--- src/rtl/tbuf_pkg.sv ---
package tbuf_pkg;

    typedef enum logic [1:0] {
        RA_POS   = 2'd0,
        RA_CTRL  = 2'd1,
        RA_WMARK = 2'd2,
        RA_NONE  = 2'd3
    } reg_addr_e;

    localparam int MASK_W     = 5;
    localparam int CB_EN      = 0;
    localparam int CB_START   = 1;
    localparam int CB_STOP    = 2;
    localparam int CB_HALT    = 3;
    localparam int CB_WPRIV   = 4;
    localparam int CB_RPRIV   = 5;
    localparam int CB_MASK_LO = 8;
    localparam int PKT_SHIFT  = 3;

    typedef struct packed {
        logic              en;
        logic              start_en;
        logic              stop_en;
        logic              halt;
        logic              wpriv;
        logic              rpriv;
        logic [MASK_W-1:0] mask;
    } ctrl_t;

endpackage

--- src/rtl/tbuf_ptr_step.sv ---
module tbuf_ptr_step #(
    parameter int IW = 9,
    parameter int MW = 5
) (
    input  logic [IW-1:0] idx,
    input  logic [MW-1:0] mask,
    output logic [IW-1:0] idx_next,
    output logic          wrap,
    output logic [IW-1:0] win
);
    localparam int LIMIT = IW - 1;

    logic [MW-1:0] eff;

    always_comb begin
        if (int'(mask) > LIMIT) eff = MW'(LIMIT);
        else                    eff = mask;
    end

    for (genvar i = 0; i < IW; i++) begin : g_win
        assign win[i] = (int'(eff) >= i);
    end

    always_comb begin
        wrap = &(idx | ~win);
        if (wrap) idx_next = idx & ~win;
        else      idx_next = (idx & ~win) | ((idx + IW'(1)) & win);
    end
endmodule

--- src/rtl/tbuf_ram_gate.sv ---
module tbuf_ram_gate #(
    parameter bit PRIV_EN = 1'b1,
    parameter int DW      = 32
) (
    input  logic          guard,
    input  logic          ram_req,
    input  logic          ram_wr,
    input  logic          ram_priv,
    input  logic [DW-1:0] sram_rdata,
    output logic          sram_en,
    output logic          sram_we,
    output logic [DW-1:0] ram_rdata
);
    logic blocked;

    always_comb begin
        blocked   = PRIV_EN && guard && !ram_priv;
        sram_en   = ram_req && !blocked;
        sram_we   = sram_en && ram_wr;
        ram_rdata = blocked ? '0 : sram_rdata;
    end
endmodule

--- src/rtl/tbuf_regs.sv ---
module tbuf_regs
    import tbuf_pkg::*;
#(
    parameter int AWIDTH  = 12,
    parameter bit PRIV_EN = 1'b1,
    parameter int DW      = 32
) (
    input  logic                    clk,
    input  logic                    rst_n,
    input  logic                    reg_sel,
    input  logic                    reg_wr,
    input  logic [1:0]              reg_addr,
    input  logic [DW-1:0]           reg_wdata,
    input  logic                    reg_priv,
    output logic [DW-1:0]           reg_rdata,
    input  logic                    pkt_wr,
    input  logic                    trace_start,
    input  logic                    trace_stop,
    output logic [AWIDTH-4:0]       ptr_idx,
    output logic                    accept,
    output ctrl_t                   ctrl
);
    localparam int IW = AWIDTH - PKT_SHIFT;

    typedef struct packed {
        logic [IW-1:0] ptr;
        logic          wrap;
        logic [IW-1:0] wm;
        logic          wm_stop;
        ctrl_t         ctrl;
    } state_t;

    function automatic state_t rst_state();
        state_t s = '0;
        s.ctrl.wpriv = PRIV_EN;
        return s;
    endfunction

    state_t s_d, s_q;

    logic          wr_ok;
    logic          pos_wr;
    logic          ctrl_wr;
    logic          wm_hit;
    logic [IW-1:0] step_next;
    logic          step_wrap;
    logic [IW-1:0] step_win;
    logic          unused_wdata;

    assign unused_wdata = ^reg_wdata;

    tbuf_ptr_step #(.IW(IW), .MW(MASK_W)) u_step (
        .idx      (s_q.ptr),
        .mask     (s_q.ctrl.mask),
        .idx_next (step_next),
        .wrap     (step_wrap),
        .win      (step_win)
    );

    always_comb begin
        s_d     = s_q;
        wr_ok   = reg_sel && reg_wr && (!PRIV_EN || !s_q.ctrl.wpriv || reg_priv);
        pos_wr  = wr_ok && (reg_addr_e'(reg_addr) == RA_POS);
        ctrl_wr = wr_ok && (reg_addr_e'(reg_addr) == RA_CTRL);
        accept  = pkt_wr && s_q.ctrl.en;
        wm_hit  = s_q.ctrl.en && (s_q.ptr == s_q.wm);

        if (wr_ok) begin
            case (reg_addr_e'(reg_addr))
                RA_POS: begin
                    s_d.ptr  = reg_wdata[AWIDTH-1:PKT_SHIFT];
                    s_d.wrap = reg_wdata[0];
                end
                RA_CTRL: begin
                    s_d.ctrl.en       = reg_wdata[CB_EN];
                    s_d.ctrl.start_en = reg_wdata[CB_START];
                    s_d.ctrl.stop_en  = reg_wdata[CB_STOP];
                    s_d.ctrl.halt     = reg_wdata[CB_HALT];
                    s_d.ctrl.wpriv    = PRIV_EN && reg_wdata[CB_WPRIV];
                    s_d.ctrl.rpriv    = PRIV_EN && reg_wdata[CB_RPRIV];
                    s_d.ctrl.mask     = reg_wdata[CB_MASK_LO +: MASK_W];
                end
                RA_WMARK: begin
                    s_d.wm      = reg_wdata[AWIDTH-1:PKT_SHIFT];
                    s_d.wm_stop = reg_wdata[0];
                end
                default: ;
            endcase
        end

        if (accept && !pos_wr) begin
            s_d.ptr = step_next;
            if (step_wrap) s_d.wrap = 1'b1;
        end

        if (s_q.ctrl.start_en && trace_start) s_d.ctrl.en = 1'b1;
        if (s_q.ctrl.stop_en && trace_stop)   s_d.ctrl.en = 1'b0;

        if (wm_hit) begin
            s_d.ctrl.halt = 1'b1;
            if (s_q.wm_stop) s_d.ctrl.en = 1'b0;
        end
    end

    always_ff @(posedge clk or negedge rst_n) begin
        if (!rst_n) s_q <= rst_state();
        else        s_q <= s_d;
    end

    always_comb begin
        reg_rdata = '0;
        case (reg_addr_e'(reg_addr))
            RA_POS: begin
                reg_rdata[AWIDTH-1:PKT_SHIFT] = s_q.ptr;
                reg_rdata[0]                  = s_q.wrap;
            end
            RA_CTRL: begin
                reg_rdata[CB_EN]                = s_q.ctrl.en;
                reg_rdata[CB_START]             = s_q.ctrl.start_en;
                reg_rdata[CB_STOP]              = s_q.ctrl.stop_en;
                reg_rdata[CB_HALT]              = s_q.ctrl.halt;
                reg_rdata[CB_WPRIV]             = s_q.ctrl.wpriv;
                reg_rdata[CB_RPRIV]             = s_q.ctrl.rpriv;
                reg_rdata[CB_MASK_LO +: MASK_W] = s_q.ctrl.mask;
            end
            RA_WMARK: begin
                reg_rdata[AWIDTH-1:PKT_SHIFT] = s_q.wm;
                reg_rdata[0]                  = s_q.wm_stop;
            end
            default: ;
        endcase
    end

    assign ptr_idx = s_q.ptr;
    assign ctrl    = s_q.ctrl;


    advance_step_chk: assert property (@(posedge clk) disable iff (!rst_n)
        (accept && !pos_wr && !step_wrap) |=> (s_q.ptr == $past(s_q.ptr) + IW'(1)));


    upper_bits_kept_chk: assert property (@(posedge clk) disable iff (!rst_n)
        (accept && !pos_wr) |=> ((s_q.ptr & ~$past(step_win)) == ($past(s_q.ptr) & ~$past(step_win))));


    wrap_sticky_chk: assert property (@(posedge clk) disable iff (!rst_n)
        (s_q.wrap && !pos_wr) |=> s_q.wrap);


    stop_clears_chk: assert property (@(posedge clk) disable iff (!rst_n)
        (s_q.ctrl.stop_en && trace_stop) |=> !s_q.ctrl.en);


    user_wr_blocked_chk: assert property (@(posedge clk) disable iff (!rst_n)
        (reg_sel && reg_wr && !reg_priv && s_q.ctrl.wpriv) |=> $stable(s_q.ctrl.mask));


    halt_hold_chk: assert property (@(posedge clk) disable iff (!rst_n)
        (s_q.ctrl.halt && !ctrl_wr) |=> s_q.ctrl.halt);


    wm_halt_chk: assert property (@(posedge clk) disable iff (!rst_n)
        wm_hit |=> s_q.ctrl.halt);
endmodule

--- src/rtl/tbuf_wctl.sv ---
module tbuf_wctl
    import tbuf_pkg::*;
#(
    parameter int AWIDTH  = 12,
    parameter bit PRIV_EN = 1'b1
) (
    input  logic              clk,
    input  logic              rst_n,
    input  logic              reg_sel,
    input  logic              reg_wr,
    input  logic [1:0]        reg_addr,
    input  logic [31:0]       reg_wdata,
    input  logic              reg_priv,
    output logic [31:0]       reg_rdata,
    input  logic              pkt_wr,
    input  logic              trace_start,
    input  logic              trace_stop,
    output logic              trace_wr_en,
    output logic [AWIDTH-1:0] trace_wr_addr,
    input  logic              dbg_en,
    output logic              halt_req,
    input  logic              ram_req,
    input  logic              ram_wr,
    input  logic              ram_priv,
    input  logic [31:0]       sram_rdata,
    output logic              sram_en,
    output logic              sram_we,
    output logic [31:0]       ram_rdata
);
    localparam int IW = AWIDTH - PKT_SHIFT;
    localparam int DW = 32;

    logic [IW-1:0] ptr_idx;
    logic          accept;
    ctrl_t         ctrl;

    tbuf_regs #(.AWIDTH(AWIDTH), .PRIV_EN(PRIV_EN), .DW(DW)) u_regs (
        .clk         (clk),
        .rst_n       (rst_n),
        .reg_sel     (reg_sel),
        .reg_wr      (reg_wr),
        .reg_addr    (reg_addr),
        .reg_wdata   (reg_wdata),
        .reg_priv    (reg_priv),
        .reg_rdata   (reg_rdata),
        .pkt_wr      (pkt_wr),
        .trace_start (trace_start),
        .trace_stop  (trace_stop),
        .ptr_idx     (ptr_idx),
        .accept      (accept),
        .ctrl        (ctrl)
    );

    tbuf_ram_gate #(.PRIV_EN(PRIV_EN), .DW(DW)) u_gate (
        .guard      (ctrl.rpriv),
        .ram_req    (ram_req),
        .ram_wr     (ram_wr),
        .ram_priv   (ram_priv),
        .sram_rdata (sram_rdata),
        .sram_en    (sram_en),
        .sram_we    (sram_we),
        .ram_rdata  (ram_rdata)
    );

    assign trace_wr_en   = accept;
    assign trace_wr_addr = {ptr_idx, {PKT_SHIFT{1'b0}}};
    assign halt_req      = ctrl.halt && dbg_en;


    ram_block_chk: assert property (@(posedge clk) disable iff (!rst_n)
        (PRIV_EN && ctrl.rpriv && ram_req && !ram_priv) |-> (!sram_we && !sram_en && ram_rdata == '0));
endmodule

--- config.mk ---
export PLATFORM = sky130hd
export DESIGN_NAME = tbuf_wctl
export DESIGN_NICKNAME = d
export VERILOG_FILES = /design/src/rtl/tbuf_pkg.sv /design/src/rtl/tbuf_ptr_step.sv /design/src/rtl/tbuf_ram_gate.sv /design/src/rtl/tbuf_regs.sv /design/src/rtl/tbuf_wctl.sv
export SDC_FILE = /design/constraint.sdc
export NUM_CORES = 1
export LEC_CHECK = 0
export CAP_MARGIN = 20
export CORE_MARGIN = 5
export CORE_UTILIZATION = 33
export DETAILED_ROUTE_END_ITERATION = 12
export PLACE_DENSITY = 0.85
export SYNTH_ARGS = -nofsm -noshare
export SYNTH_HDL_FRONTEND = slang
export SYNTH_SLANG_ARGS = --single-unit
--- constraint.sdc ---
create_clock -name clk -period 1.55 [get_ports clk]
set_input_delay 0.2325 -clock clk [delete_from_list [all_inputs] [get_ports clk]]
set_output_delay 0.2325 -clock clk [all_outputs]
set_load 0.05 [all_outputs]
# Word level (Yosys, flattened, before mapping)
# Index checks and enable logic that the tools add are counted.
[word_totals]
output_inout_bits = 80
regBits = 31
input_bits = 78
elab_cells = 76
[classes]
eq_ne = 3
muxes = 20
bitwise_logic = 5
n_reduce_logical = 27
order_cmp = 9
addsub = 1
[op_table]
columns = ["operator", "count"]
rows = [
  ["$mux 32", 1],
  ["$mux 31", 1],
  ["$mux 10", 3],
  ["$ge 5x3->1 const B", 4],
  ["$and 9x9->9", 2],
  ["$or 9x9->9", 2],
  ["$logic_and 1x1->1", 12],
  ["$pmux 4 s3", 1],
  ["$mux 11", 1],
  ["$ge 5x2->1 const B", 2],
  ["$add 9x1->9 const B", 1],
  ["$eq 9x9->1", 1],
  ["$mux 9", 1],
  ["$not 9->9", 1],
  ["$pmux 3 s3", 1],
  ["$reduce_and 9->1", 1],
  ["$reduce_and 2->1", 4],
  ["$reduce_bool 2->1", 4],
  ["$mux 1", 7],
  ["$ge 5x1->1 const B", 1],
  ["$ge 5x4->1 const B", 1],
  ["$gt 5x4->1 const B", 1],
  ["$mux 5", 1],
  ["$logic_not 1->1", 4],
  ["7 further kinds", 7],
]

# Logic depth before layout (Yosys ltp)
[depth]
word_depth = 8
mapped_depth = 6
mapped_depth_nobuf = 6

# By module
# A second synthesis with hierarchy kept.
[unflattened]
cells_unflattened = 296
hier_area_um2 = 2725.1
[modules_own_cells]
columns = ["mod", "area_each_um2", "cells_each", "n_inst"]
rows = [
  ["tbuf_regs", 1934.4, 185, 1],
  ["tbuf_ptr_step", 442.9, 68, 1],
  ["tbuf_ram_gate", 315.3, 38, 1],
  ["tbuf_wctl", 32.5, 5, 1],
]

# Worst setup path before layout
# OpenSTA, ideal clock, no wires.
[synth_path]
path_kind = "input port to output port"
from = "input reg_addr[0]"
to = "output reg_rdata[0]"
stages = 3
path_slack_ps = -546
arrival_time_ps = 1864
cell_sequence = "buf_1 -> mux2i_1 -> o21ai_0"
[synth_via]
elab_chain_len = 2
[synth_lines]
columns = ["item", "line", "source"]
rows = [
  ["start: declaration", "tbuf_wctl.sv:11", "input logic [1:0] reg_addr,"],
  ["$eq 2x2->1, or another cell as far along", "tbuf_regs.sv:112", "case (reg_addr_e'(reg_addr))"],
  ["$pmux 1 s3 *", "tbuf_regs.sv:112", ""],
  ["end: declaration", "tbuf_wctl.sv:14", "output logic [31:0] reg_rdata,"],
]
# Mark *: on every way between the ends. The rest lies on a longest branch, timed or not.

==> flow_summary.toml <==
[critical_path]
regToRegStartpoint = "u_regs.ctrl[4]"
path_delay_family = "simple AND/OR/NAND/NOR gates"
setup.worst_path.end_class = "flip-flop"
crit_type = "reg2reg"
arrival_ps = 2010
cp_cell_sequence = "or4_4 > a2111oi_4 > and2_4 > a221o_2"
ff2ff_setup_slack_ps = -220
slowest_delay_ps = 580
critPathLaunch = "u_regs.ctrl[4]"
reg2reg_to = "u_regs.s_q[21]"
required_ps = 1790
crit_path_max_fanout = 6
crit_slowest_cell = "or4_4"
r2r_cells = 4
worstSetupStartpointType = "flip-flop"
cp_num_buf_inv = 0

[synthesis]
synth.avg_cell_area_um2 = 8.87
synth_top_area_share_pct = 31.2
synth_top_cells_by_area = "dfrtp_1 31%, buf_4 10%, and2_1 9.9%"
netlist_top_cells_count = "38 x and2_1, 32 x buf_4, 30 x dfrtp_1, 21 x o21ai_0, 20 x nand2_1"
synthesis.instances = 271
ys_seq_elements = 31
yosys.cell_count.top_type = "and2_1"
synth_warnings = 0
synthDistinctLibCells = 45
synth_area_mm2 = 0.00240
synth_edf_count = 0
async_flop_share_pct = 100
synth_top_cell_by_area = "dfrtp_1"
ys.flop_type = "dfrtp_1"
seq_area_frac_synth_pct = 32.3

[run_status]
violations = "negative setup slack"
outcome = "finished with violations"

[global_route]
antenna_found_initial = 0
grt_start_max_net_pins = 32
grt_pass1_wl_um = 13800
grt_pass1_vias = 2663
track_usage_pct = 20.0
grt.overflow.total = 0

[detailed_routing]
remaining_drc_errors = 0
ant_nets = 0
drt_iter0_markers = 248
routed_via_density = 5.06
vias = 2733
wire_per_inst_um = 20.1
wl_um = 10900
dr.pass1.iters = 5

[clock_tree]
hold_buffers = 0
htree_levels = 2
cts_tree = "done"
cts.sinks = 31
clkTransAtPathRegs_ps = 80
root_buffer = "clkbuf_8"
clk_path_buf_depth = 2
clock_latency_ps = 290
numCtsBuffers = 5

[finish]
area_growth_pct = 112
drive_above_1_share_pct = 51.0
finalNetCount = 519
regArea_um2 = 778
insertedDiodeCount = 0
fin_area_mm2 = 0.00509
multiInputGateArea_mm2 = 0.00163
fill_cells = 461

[timing]
finalCritPeriodShare_pct = 114
clock_skew_ps = 11.6
setup-violations-final = 46
setup_tns_ps = -2490
min_period_ps = 1770
slew_viol_final = 0
hold_viol = 0
grt_setup_unrepaired = "yes"
max_freq_ghz = 0.565
setup_slack_ps = -219

[pwr]
p_sw_w = 0.00317
p_sw_share_pct = 43.7
ir_drop_uv = 744
p_per_area_mw_per_mm2 = 1420
internal-power_w = 0.00409
total_power_w = 0.00725
pwr-share-seq_pct = 18.7
clkPwrFrac_pct = 11.7
pwr-share-comb_pct = 69.6
p_leak_nw = 2.25

[placement]
port_buffers = 116
place_hpwl_um = 7550
gp_congestion = 0.916
place_area_mm2 = 0.00452

[flow_run]
cap_viol_max_count = 0

[floorplan]
die_w_um = 95.4
die-area_mm2 = 0.00909
die_height_um = 95.4
ios = 158
core_mm2 = 0.00718
num_rows = 31
start_util_pct = 33.5

[hold_path]
hold_path_class = "in2async"
## per-layer routing
| layer | vias up | track usage (%) | wire [um] |
|---|---|---|---|
| met5 | - | 0 | 0 |
| met4 | 0 | 5.89 | 457 |
| met3 | 45 | 5.29 | 1060 |
| met2 | 187 | 38.5 | 5680 |
| met1 | 1290 | 21.0 | 3660 |
| li1 | 1211 | - | - |
## how the worst max path moves through the flow
stage,endpoint,depth (start not counted)
detailed placement,u_regs.ctrl[10],7
global placement,u_regs.s_q[15],5
CTS,flip-flop,4
floorplan,reg_rdata[6],3
global route,flip-flop,6
finish,u_regs.s_q[21],4
## cell type report
type | instances | share of cell area [%]
clock buffers | 6 | 1.62
clock inverters | 2 | 0.688
inverters | 2 | 0.197
multi-input cells | 213 | 32.0
flip-flops and latches | 31 | 15.3
well taps | 99 | 2.43
repair buffers | 187 | 47.8
## per-stage QoR
stage | std cells | utilization, % | setup WS (ps) | hold WS [ps]
2_1_floorplan | 292 | - | -171 | -63.1
3_3_place_gp | 514 | 62.9 | -280 | 479
3_5_place_dp | 514 | 62.9 | -434 | 488
4_1_cts | 528 | 66.1 | -219 | 305
5_1_grt | 540 | 71.0 | -272 | 316
6_report | 540 | 71.0 | -219 | 295
## layout by cell type (no fill, tap or decap), types with 3 or more instances in the layout
master	instances
xor2_1	4
conb_1	22
nand4_1	4
and2_1	5
mux2_2	19
o21ai_2	8
a21oi_1	6
mux2i_1	7
xnor2_1	12
a211oi_1	3
and2_4	34
clkbuf_16	4
o21ai_0	9
clkbuf_8	6
buf_4	48
buf_12	59
dfrtp_1	29
clkdlybuf4s50_1	55
nor2_1	10
buf_6	16
nand3_1	5
mux2i_2	4
nand2_1	18
nor2b_4	3
o21ai_1	4
## power by group through the flow
| stage | logic (W) | clock network (W) | registers, W |
|---|---|---|---|
| floorplan | 0.00245 | 0 | 0.00129 |
| finish | 0.00505 | 0.000849 | 0.00136 |
| detailed placement | 0.00442 | 0 | 0.00133 |
| global placement | 0.00433 | 0 | 0.00132 |
| global route | 0.00525 | 0.000899 | 0.00138 |
| CTS | 0.00455 | 0.000857 | 0.00132 |
## what timing repair did
item | in CTS | in global routing
endpoints found under the hold margin | 0 | 0
buffers inserted | 5 | 9
pin swaps | 4 | 30
gates resized for setup | 23 | 65
setup endpoints to repair | 77 | 59
cloned | 1 | 4
## kinds of logic after synthesis
kind of cell / share of synthesized area, %
buf+inv: 13.1
xor+xnor: 5.83
other cells: 0.156
compound gates: 11.4
simple gates: 23.2
mux: 13.5
flops: 32.3
fa+ha+maj: 0.520
Power figures use the tool's default switching activity.
